**src/rtl/baud_cascade_pkg.sv**
```systemverilog
package baud_cascade_pkg;

  localparam int PRE_W = 3;

  typedef struct packed {
    logic clr;
    logic run;
  } strobe_t;

  // Terminal count of the prescaler for each select code.
  function automatic logic [PRE_W-1:0] prescaleLast(input logic [1:0] sel);
    case (sel)
      2'b00:   return PRE_W'(5);
      2'b01:   return PRE_W'(3);
      2'b10:   return PRE_W'(2);
      default: return PRE_W'(4);
    endcase
  endfunction

endpackage

```
**src/rtl/baud_cascade_stage.sv**
```systemverilog
module baud_cascade_stage #(
  parameter int W = 4
) (
  input  logic         clk,
  input  logic         clr,
  input  logic         en,
  input  logic [W-1:0] last,
  output logic         wrap
);

  logic [W-1:0] cnt;

  assign wrap = en && (cnt == last);

  always_ff @(posedge clk) begin
    if (clr)       cnt <= '0;
    else if (wrap) cnt <= '0;
    else if (en)   cnt <= cnt + W'(1);
  end

endmodule

```
**src/rtl/baud_cascade_ctrl.sv**
```systemverilog
module baud_cascade_ctrl
  import baud_cascade_pkg::*;
#(
  parameter int EXP_W     = 3,
  parameter int POW_W     = 6,
  parameter int RAT_W     = 4,
  parameter int RATIO_ZERO = 13,
  parameter int RATIO_ONE  = 12
) (
  input  logic             clk,
  input  logic             rst,
  input  logic [1:0]       preSel,
  input  logic [EXP_W-1:0] expM,
  input  logic             ratioSel,
  output strobe_t          strb,
  output logic [PRE_W-1:0] preLast,
  output logic [POW_W-1:0] powLast,
  output logic [RAT_W-1:0] ratLast,
  output logic             badSetting
);

  localparam int SEL_W = 2 + EXP_W + 1;

  logic [SEL_W-1:0] selNow;
  logic [SEL_W-1:0] selPrev;
  logic             selChanged;
  logic [POW_W:0]   powSpan;

  assign selNow     = {preSel, expM, ratioSel};
  assign selChanged = (selNow != selPrev);
  assign badSetting = (expM < EXP_W'(2));

  // Tracks the select inputs each cycle; loaded during reset too, so release is clean.
  always_ff @(posedge clk) begin
    selPrev <= selNow;
  end

  always_comb begin
    strb.clr = rst || selChanged || badSetting;
    strb.run = !strb.clr;
  end

  assign preLast = prescaleLast(preSel);
  assign powSpan = (POW_W+1)'(1) << (expM - EXP_W'(1));
  assign powLast = badSetting ? '0 : POW_W'(powSpan - (POW_W+1)'(1));
  assign ratLast = ratioSel ? RAT_W'(RATIO_ONE - 1) : RAT_W'(RATIO_ZERO - 1);

endmodule

```
**src/rtl/baud_cascade_dp.sv**
```systemverilog
module baud_cascade_dp
  import baud_cascade_pkg::*;
#(
  parameter int POW_W      = 6,
  parameter int RAT_W      = 4,
  parameter int OVERSAMPLE = 8
) (
  input  logic             clk,
  input  strobe_t          strb,
  input  logic [PRE_W-1:0] preLast,
  input  logic [POW_W-1:0] powLast,
  input  logic [RAT_W-1:0] ratLast,
  output logic             syncTick,
  output logic             sampleTick,
  output logic             bitTick
);

  localparam int OVS_W = (OVERSAMPLE > 1) ? $clog2(OVERSAMPLE) : 1;

  logic preWrap;
  logic powWrap;
  logic ratWrap;
  logic ovsWrap;

  baud_cascade_stage #(.W(PRE_W)) u_pre (
    .clk(clk), .clr(strb.clr), .en(strb.run), .last(preLast), .wrap(preWrap));

  baud_cascade_stage #(.W(POW_W)) u_pow (
    .clk(clk), .clr(strb.clr), .en(preWrap), .last(powLast), .wrap(powWrap));

  baud_cascade_stage #(.W(RAT_W)) u_rat (
    .clk(clk), .clr(strb.clr), .en(powWrap), .last(ratLast), .wrap(ratWrap));

  baud_cascade_stage #(.W(OVS_W)) u_ovs (
    .clk(clk), .clr(strb.clr), .en(ratWrap), .last(OVS_W'(OVERSAMPLE - 1)), .wrap(ovsWrap));

  assign syncTick   = powWrap;
  assign sampleTick = ratWrap;
  assign bitTick    = ovsWrap;

endmodule

```
**src/rtl/uart_baud_cascade.sv**
```systemverilog
module uart_baud_cascade
  import baud_cascade_pkg::*;
#(
  parameter int EXP_W      = 3,
  parameter int RATIO_ZERO = 13,
  parameter int RATIO_ONE  = 12,
  parameter int OVERSAMPLE = 8
) (
  input  logic             clk,
  input  logic             rst,
  input  logic [1:0]       preSel,
  input  logic [EXP_W-1:0] expM,
  input  logic             ratioSel,
  output logic             syncTick,
  output logic             sampleTick,
  output logic             bitTick,
  output logic             badSetting
);

  localparam int POW_W   = (1 << EXP_W) - 2;
  localparam int RAT_MAX = (RATIO_ZERO > RATIO_ONE) ? RATIO_ZERO : RATIO_ONE;
  localparam int RAT_W   = $clog2(RAT_MAX);

  strobe_t          strb;
  logic [PRE_W-1:0] preLast;
  logic [POW_W-1:0] powLast;
  logic [RAT_W-1:0] ratLast;

  baud_cascade_ctrl #(
    .EXP_W(EXP_W), .POW_W(POW_W), .RAT_W(RAT_W),
    .RATIO_ZERO(RATIO_ZERO), .RATIO_ONE(RATIO_ONE)
  ) u_ctrl (
    .clk(clk), .rst(rst), .preSel(preSel), .expM(expM), .ratioSel(ratioSel),
    .strb(strb), .preLast(preLast), .powLast(powLast), .ratLast(ratLast),
    .badSetting(badSetting));

  baud_cascade_dp #(
    .POW_W(POW_W), .RAT_W(RAT_W), .OVERSAMPLE(OVERSAMPLE)
  ) u_dp (
    .clk(clk), .strb(strb), .preLast(preLast), .powLast(powLast), .ratLast(ratLast),
    .syncTick(syncTick), .sampleTick(sampleTick), .bitTick(bitTick));

endmodule

```
**config.mk**
```make
export PLATFORM = sky130hd
export DESIGN_NAME = uart_baud_cascade
export DESIGN_NICKNAME = d
export VERILOG_FILES = /design/src/rtl/baud_cascade_pkg.sv /design/src/rtl/baud_cascade_stage.sv /design/src/rtl/baud_cascade_ctrl.sv /design/src/rtl/baud_cascade_dp.sv /design/src/rtl/uart_baud_cascade.sv
export SDC_FILE = /design/constraint.sdc
export NUM_CORES = 1
export LEC_CHECK = 0
export BUFFER_PORTS_ARGS = -buffer_cell sky130_fd_sc_hd__buf_2
export CORE_MARGIN = 2
export CORE_UTILIZATION = 46
export CTS_BUF_LIST = sky130_fd_sc_hd__clkbuf_8
export CTS_CLUSTER_SIZE = 28
export DETAILED_ROUTE_END_ITERATION = 7
export PLACE_DENSITY = 0.61
export SETUP_SLACK_MARGIN = 0.3
export SLEW_MARGIN = 20
export SYNTH_ARGS = -nofsm -noshare
export SYNTH_HDL_FRONTEND = slang
export SYNTH_SLANG_ARGS = --single-unit
```
**constraint.sdc**
```tcl
create_clock -name clk -period 4.2 [get_ports clk]
set_input_delay 0.21 -clock clk [delete_from_list [all_inputs] [get_ports clk]]
set_output_delay 0.21 -clock clk [all_outputs]
set_load 0.02 [all_outputs]
```
# After elaboration in Yosys (flattened, before gate mapping)
# Cells that the tools add are included.
[word_totals] reg_bits=22 input_bits=8 wordCells=35
[classes] n_addsub=6 order_cmp=1 n_eq_ne=7 shifts=1 mux=3 n_reduce_logical=12
[ops] operator="3-bit one-hot mux with 3 select lines" n=1
[ops] operator="2-bit OR reduction" n=4
[ops] operator="3-bit by 1-bit adder with 3-bit output, second input constant" n=2
[ops] operator="6-bit by 1-bit adder with 6-bit output, second input constant" n=1
[ops] operator="6-bit == test" n=1
[ops] operator="6-bit 2-to-1 mux" n=1
[ops] operator="6-bit inequality test" n=1
[ops] operator="1-bit by 3-bit left shift with 6-bit output, first input constant" n=1
[ops] operator="6-bit by 1-bit subtractor with 6-bit output, second input constant" n=1
[ops] operator="4-bit by 1-bit adder with 4-bit output, second input constant" n=1
[ops] operator="4-bit == test" n=1
[ops] operator="1-bit logical AND" n=4
[ops] operator="3-bit == test" n=1
[ops] operator="3-bit == test, second input constant" n=1
[ops] operator="3-bit by 2-bit less-than comparator with 1-bit output, second input constant" n=1
[ops] operator="3-bit 2-to-1 mux" n=1
[ops] operator="3-bit by 1-bit subtractor with 3-bit output, second input constant" n=1
[ops] operator="2-bit by 1-bit == test with 1-bit output, second input constant" n=1
[ops] operator="2-bit == test, second input constant" n=1
[ops] operator="2-bit zero test" n=1
[ops] operator="1-bit logical OR" n=2
[ops] operator="1-bit zero test" n=1

# Longest topological paths before layout
# Gate-level depths: netlist (run 1).
[depth] depth_word=9 mapped_depth=12 depth_no_buf=9

# By module
# Synthesis (run 1) repeated with hierarchy kept, for this count alone.
[unflattened] hier_cells=162 hier_area_um2=1431.4
[by_module_without_submodules] module="baud_cascade_stage (u_dp.u_ovs ...)" n_inst=2 cells_each=26 area_per_inst_um2=215.2 seq_area_each_um2=60.1
[by_module_without_submodules] module="baud_cascade_ctrl" n_inst=1 cells_each=48 area_per_inst_um2=399.1 seq_area_each_um2=120.1
[by_module_without_submodules] module="baud_cascade_stage (u_dp.u_pow)" n_inst=1 cells_each=36 area_per_inst_um2=360.3 seq_area_each_um2=120.1
[by_module_without_submodules] module="baud_cascade_stage (u_dp.u_rat)" n_inst=1 cells_each=25 area_per_inst_um2=237.7 seq_area_each_um2=80.1
[by_module_without_submodules] module="baud_cascade_dp" n_inst=1 cells_each=1 area_per_inst_um2=3.8 seq_area_each_um2=0.0

# Worst setup path after synthesis (run 1)
# No wires, ideal clock.
[synth_path] kind="in2out" start="in expM[1]" end="out bitTick" arrival_ps=2987 t_required_ps=3990 setup_slack_ps=1003 stages=11 cell_sequence="buf_4 -> nor2_1 -> nand2_1 -> ha_1 -> or3_1 -> a21oi_1 -> a21oi_1 -> a21o_1 -> buf_6 -> nor4_1 -> and2_1"
[synth_via] elab_cells_between_ends=14 cone_classes="add/sub (2); order compare (1); eq/ne (2); shift (1); mux (1); reduce/logical (7)"
[synth_lines] element="start, declared" line="uart_baud_cascade.sv:12" source="input logic [EXP_W-1:0] expM,"
[synth_lines] element="3-bit by 2-bit less-than comparator with 1-bit output *" line="baud_cascade_ctrl.sv:31" source="assign badSetting = (expM < EXP_W'(2));"
[synth_lines] element="named net badSetting" line="uart_baud_cascade.sv:17" source="output logic badSetting"
[synth_lines] element="branches (longest 3 deep; another with 6-bit 2-to-1 mux)"
[synth_lines] element="1-bit logical AND * (2 in series)" line="baud_cascade_stage.sv:13" source="assign wrap = en && (cnt == last);"
[synth_lines] element="named net sampleTick" line="uart_baud_cascade.sv:15" source="output logic sampleTick,"
[synth_lines] element="1-bit logical AND *" line="baud_cascade_stage.sv:13"
[synth_lines] element="end, declared" line="uart_baud_cascade.sv:16" source="output logic bitTick,"
# Mark *: on every way through the listed nets, which the timed path passes.

# Worst setup path after layout (run 1)
[layout_path] start="in expM[1]" end="out bitTick"
[layout_via] elab_chain_cells=8 elab_cells_between_ends=14 cone_classes="add/sub (2); order compare (1); eq/ne (2); shift (1); mux (1); reduce/logical (7)"
[layout_rtl] element="3-bit by 1-bit subtractor with 3-bit output / 6-bit inequality test (equally long branches)" line="baud_cascade_ctrl.sv:44, baud_cascade_ctrl.sv:30"
[layout_rtl] element="1-bit by 3-bit left shift with 6-bit output / 1-bit logical OR (equally long branches)" line="baud_cascade_ctrl.sv:44, baud_cascade_ctrl.sv:39"
[layout_rtl] element="6-bit by 1-bit subtractor with 6-bit output / 1-bit logical OR (equally long branches)" line="baud_cascade_ctrl.sv:45, baud_cascade_ctrl.sv:39"
[layout_rtl] element="6-bit 2-to-1 mux / 1-bit zero test (equally long branches)" line="baud_cascade_ctrl.sv:45, baud_cascade_ctrl.sv:40"
[layout_rtl] element="6-bit == test / 1-bit logical AND (equally long branches)" line="baud_cascade_stage.sv:13"
[layout_rtl] element="1-bit logical AND * (3 in series)" line="baud_cascade_stage.sv:13"
# Every way passes the cells marked *; elsewhere a longest branch is shown, timed or not.

==> summary.txt, run 1 <==
Status - completed
GR Util All Layers - 0.171
Critical path's top delay family - simple AND/OR/NAND/NOR gates
Flop2flop setup slack - 1.89 ns
Initial DRT Pass Iterations - 4
Commonest non-fill, non-tap cell in the layout - dfxtp_1
P_leak - 0.000522 µW
Hold_sp - preSel[1]
Clk pin slew, worst setup/hold paths - 0.07 ns
Clk buf depth - 2
Startpoint Class - input pin
RSZ-0062 raised after global routing - false
CTS tree - built
H-tree depth - 1
Hold Violations, Final - 0
Vias in the first global route - 1000
Worst Tran Pin Value - 0.777 ns
Ys async rst share - 0
Core area - 0.00273 mm²
Clock Tree Root - clkbuf_8
Gp weighted congestion - 0.772
Worst-Skew Late Latency - 0.26 ns
Post-Synthesis Mean Instance Area - 8.38 µm²
Largest cells by area after synthesis - dfxtp_1 (33%), ha_1 (7.6%), a21oi_1 (4.2%), nand3_1 (4.2%), nor2_1 (4.0%)
GR Util met2 - 0.278
Switching power - 87.4 µW
Tmin final - 2.73 ns
Distinct cells, synth - 42
Yosys top cell area share - 0.333
Arrival time at the worst endpoint - 2.52 ns
Total global routing overflow - 0
Final ANT Viol Nets - 0
Antenna fix cells - 0
Initial antenna violation count - 0
Hold Buf Count CTS - 0
Number of synthesized flops with an enable pin - 0
Crit Path Class - in -> out
Die height - 57.6 µm
Final Setup Violations - 0
Area Growth Syn to Fin - 5.95%
Worst path cell trace - buf_2 > nor2_1 > nand2_1 > ha_1 > or3_1 > a21oi_1 > a21oi_1 > a21o_1 > nor4_1 > and2_1 > buf_2
I/O Buffers - 11
Placed cell areas - 0.00136 mm²
Initial Utilization - 0.484
Pins Over Slew Limit - 0
Final-layout fill cell count - 272
Final period util - 0.649
Hold Crit Depth - 1
Cell taking the most area after synthesis - dfxtp_1
Hold Path Sink - u_ctrl.selPrev[5]
Register Area - 440 µm²
Fraction of layout instances using a drive strength above 1 - 0.117
Post-DR vias/cell - 5.91
Hold WS - 0.0906 ns
Crit path required time - 3.99 ns
Net Count, Synth - 174
# resized after CTS - 0
Internal power - 289 µW
Cell Rows - 19
Routed wire length - 2570 µm
Die Area - 0.00332 mm²
TritonCTS Sinks - 22
Pwr per Cell Area - 269 mW/mm²
Crit path max fanout - 18
Reg-to-reg endpoint - u_dp.u_ovs.cnt[0]
Max_slew headroom - 0.479
Slowest-stage cell, CP - a21o_1
Global route hottest layer - met2
GR met1 Demand/Resource - 0.218
Combinational Power Share - 0.087
WL/cell - 13.2 µm
Worst clock skew - 0.00658 ns
Worst Hold Class - in -> reg
Final HPWL DP - 1780 µm
R2R depth - 6
Net Sw Frac - 0.232
Register area share after synthesis - 0.333
Max stage delay on crit path - 0.39 ns
Fmax - 0.367 GHz
IO Count - 12
Worst Path Buf+Inv - 2
Multi-input gate area - 790 µm²
CTS Buf Count - 3
DR DRC count - 0
First-pass GRT wire length - 4420 µm
Seq pwr share - 0.565
Global Route met3 Usage - 0.0290
DRT iter0 DRCs - 40
Synth warn - 0
Pwr Total - 377 µW
#FFs+latches synth - 22
Clock power share - 0.347
Most frequent cells in the layout - dfxtp_1 (22), nor2_1 (14), nand2_1 (13)
Post-synthesis instance area - 0.00132 mm²
Final #Nets - 181
Setup TNS - 0 ns
Max-Cap Viols - 0
Crit. End Element - output port
Pin count of the biggest net entering global routing - 19
Crit path launch - expM[1]
Top FF cell, synth - dfxtp_1
Design Area, Final - 0.00140 mm²
VDD IR max - 0.172 mV
Vias post-DR - 1146
Reg2reg start - u_dp.u_pow.cnt[4]
Die W - 57.6 µm
Cells after synthesis - 158
Post-CTS Setup Bufs - 0
## flip-flops by register name (all words and copies together), names as in the netlist
signal          cells
u_ctrl.selPrev      6
u_dp.u_pow.cnt      6
u_dp.u_rat.cnt      4
u_dp.u_pre.cnt      3
u_dp.u_ovs.cnt      3
## per-stage QoR
stage          utilization  worst slack, ns  cells
2_1_floorplan            -             1.00    158
3_3_place_gp         0.498             1.55    191
3_5_place_dp         0.498             1.48    191
4_1_cts              0.513             1.46    194
5_1_grt              0.513             1.22    194
6_report             0.513             1.47    194
## area by class of cell
class                      instances  area share
multi-input combinational        119       0.563
sequential                        22       0.314
timing repair buffer              13      0.0500
clock buffer                       3      0.0294
tap                               31      0.0277
inverter                           6      0.0161
## power groups by stage
stage               Combinational [µW]  Sequential (µW)  Clock, µW
floorplan                         26.7              218          0
global placement                  31.9              218          0
detailed placement                33.0              218          0
CTS                               33.3              213        134
global route                      37.3              213        143
finish                            32.9              213        131
## logic make-up (layout without fill, tap and decap cells)
family / Yosys count / count (layout) / share of synthesized area
XOR/XNOR: 10 / 10 / 0.0662
buffers and inverters: 17 / 22 / 0.0709
flip-flops: 22 / 22 / 0.333
AO/OA/AOI/OAI: 35 / 35 / 0.174
adder cells (fa/ha/maj): 8 / 8 / 0.0756
AND/OR/NAND/NOR: 66 / 66 / 0.281
## per-layer routing
layer  vias to the layer above  share of wire  routed length (µm)
li1                        576              -                   -
met1                       545           0.47                1210
met2                        20           0.47                1220
met3                         5          0.034                  87
met4                         0          0.020                  51
met5                         -              0                   0
## worst reg2reg max path, stage by stage (launching register included)
cell	delay [ns]
dfxtp_1	0.57
nand3b_4	0.11
a2111oi_2	0.35
a41oi_1	0.12
a21o_1	0.41
or4b_1	0.54
a21oi_1	0.15
## synthesized netlist by cell type, types with 2 or more instances
master    number
nand2b_1       2
nor3b_1        3
a21oi_1       11
nor2_1        14
nand3b_1       3
xor2_1         4
dfxtp_1       22
nand4b_1       5
xnor2_1        6
inv_1          5
nor3_1         3
nand3_1       11
clkbuf_1       4
buf_2          3
nand2_1       13
o31ai_1        4
o21ai_1        6
a31oi_1        3
nor4_1         2
a41oi_1        2
nand4_1        2
ha_1           8
buf_6          3
## how the worst max path moves through the flow
stage                          to  slack (ns)  cells after the start
after detailed placement  bitTick        1.48                     11
after global routing      bitTick        1.22                     11
after floorplan           bitTick        1.00                     11
after global placement    bitTick        1.55                     11
after CTS                 bitTick        1.46                     11
final                     bitTick        1.47                     11
(Power assumes the default switching activity.)
==> inputs of run 2 (changes only) <==
==> constraint.sdc (replaced) <==
create_clock -name clk -period 2.78 [get_ports clk]
set_input_delay 0.139 -clock clk [delete_from_list [all_inputs] [get_ports clk]]
set_output_delay 0.139 -clock clk [all_outputs]
set_load 0.02 [all_outputs]
==> run 2 against run 1 <==
  * Clock-buffer cell count unchanged
  * Combinational power grew 69%
  * Final cell count increased by 3.1%
  * Non-clock buffer count increased by 5
  * Sequential power grew 51%
  * Final area increased by 7.0%
  * Critical path type unchanged
  * Largest power group unchanged
==> summary.txt, run 2 (same netlist as run 1, synthesis figures left out) <==
Worst Path Buf+Inv - 5
Final HPWL DP - 1830 µm
Hold Violations, Final - 0
Fmax - 0.429 GHz
Clk buf depth - 2
Reg-to-reg endpoint - u_dp.u_ovs.cnt[0]
Fraction of layout instances using a drive strength above 1 - 0.178
Hold Path Sink - u_ctrl.selPrev[4]
CTS Buf Count - 3
Initial Utilization - 0.484
Max-Cap Viols - 0
RSZ-0062 raised after global routing - false
Vias in the first global route - 1058
Total global routing overflow - 0
IO Count - 12
Final period util - 0.838
Most frequent cells in the layout - dfxtp_1 (21), nand2_1 (13), nor2_1 (13)
Final Setup Violations - 0
Status - completed
Antenna fix cells - 0
Critical path's top delay family - buffers and inverters
Flop2flop setup slack - 0.72 ns
Final #Nets - 186
Clock Tree Root - clkbuf_8
Routed wire length - 2670 µm
GR Util All Layers - 0.171
Slowest-stage cell, CP - dlygate4sd3_1
Crit Path Class - in -> out
Reg2reg start - u_dp.u_pow.cnt[2]
Max stage delay on crit path - 0.51 ns
Global route hottest layer - met2
Commonest non-fill, non-tap cell in the layout - dfxtp_1
P_leak - 0.000575 µW
Worst Hold Class - in -> reg
Hold_sp - preSel[0]
Die W - 57.6 µm
Crit path required time - 2.64 ns
Final setup margin - 0.450 ns
GR met1 Demand/Resource - 0.216
R2R depth - 6
Initial antenna violation count - 0
Crit path max fanout - 21
First-pass GRT wire length - 4510 µm
Initial DRT Pass Iterations - 4
Arrival time at the worst endpoint - 2.19 ns
Vias post-DR - 1140
Worst path cell trace - dlygate4sd3_1 > buf_2 > inv_1 > ha_1 > nor3b_1 > o21ai_1 > buf_4 > nor4_4 > and2_2 > buf_2
H-tree depth - 1
GR Util met2 - 0.287
Pwr per Cell Area - 450 mW/mm²
Startpoint Class - input pin
Worst Tran Pin Value - 0.786 ns
DRT iter0 DRCs - 25
Most used cell, CP - buf_2
Worst clock skew - 0.00321 ns
CTS tree - built
WL/cell - 13.4 µm
Max_slew headroom - 0.473
DR DRC count - 0
TritonCTS Sinks - 22
Final ANT Viol Nets - 0
Post-DR vias/cell - 5.70
VDD IR max - 0.272 mV
Hold Crit Depth - 1
Die height - 57.6 µm
Global Route met3 Usage - 0.0290
Pre-CTS setup slack - 0.351 ns
I/O Buffers - 11
Core area - 0.00273 mm²
Setup TNS - 0 ns
Cell Rows - 19
Die Area - 0.00332 mm²
Pin count of the biggest net entering global routing - 22
Pins Over Slew Limit - 0
Biggest regs - u_ctrl.selPrev x6, u_dp.u_pow.cnt x6, u_dp.u_rat.cnt x4
Crit. End Element - output port
Clk pin slew, worst setup/hold paths - 0.08 ns
Gp weighted congestion - 0.759
Area Growth Syn to Fin - 13.4%
Tmin final - 2.33 ns
Worst-Skew Late Latency - 0.26 ns
run 2: cell count changes in the layout (fill, tap and decap cells not counted), sizes merged:
cell         previous run  this run
bufinv                  0         1
buf                    13        17
dlygate4sd3             0         1
run 2: how the worst max path moves through the flow:
stage                     depth (start not counted)                end         startpoint  slack, ns
final                                            10            bitTick          preSel[1]       0.45
after floorplan                                  11            bitTick            expM[1]       0.39
after detailed placement                         10  u_dp.u_ovs.cnt[0]            expM[1]       0.35
after CTS                                        11            bitTick            expM[1]       0.36
after global routing                              7            bitTick  u_dp.u_pow.cnt[4]       0.31
after global placement                           11            bitTick            expM[1]       0.44
run 2: final cells by class:
cell class              count  area (µm²)
multi-input cells         119         817
well taps                  31        38.8
clock inverters             1        30.0
repair buffers             18         110
clock buffers               3        41.3
inverters                   6        22.5
fillers                   266        1230
flip-flops and latches     22         442
run 2: where the power goes:
part	total, µW	switching [µW]	leakage, µW	internal (µW)
sequential	322	2.26	0.000180	320
combinational	55.5	31.0	0.000359	24.5
clock	299	107	0.0000357	192
total	676	140	0.000575	536
run 2: metal layers:
| metal | wire [µm] | vias to the layer above |
|---|---|---|
| li1 | - | 587 |
| met1 | 1280 | 538 |
| met2 | 1290 | 13 |
| met3 | 64 | 2 |
| met4 | 29 | 0 |
| met5 | 0 | - |
run 2: worst register-to-register path, stage by stage, from the launching register on:
cell     delay (ns)
dfxtp_1        0.43
or3_1          0.42
a21oi_1        0.15
a21oi_1        0.07
a21o_2         0.30
or4b_1         0.48
a21oi_1        0.15
run 2: metrics by stage:
stage | cells | utilization | hold slack, ns | area (µm²) | total power [µW]
5_1_grt | 200 | 0.549 | 0.0172 | 1500 | 704
2_1_floorplan | 158 | - | 0.167 | 1350 | 371
6_report | 200 | 0.549 | 0.0248 | 1500 | 676
3_5_place_dp | 193 | 0.512 | 0.288 | 1400 | 382
3_3_place_gp | 193 | 0.512 | 0.284 | 1400 | 380
4_1_cts | 197 | 0.539 | 0.0120 | 1470 | 680
run 2: what timing repair did:
action	in CTS	in global routing
setup endpoints to repair	1	1
endpoints found under the hold margin	0	1
setup buffers	0	2
hold buffers	0	1
gates resized for setup	1	2
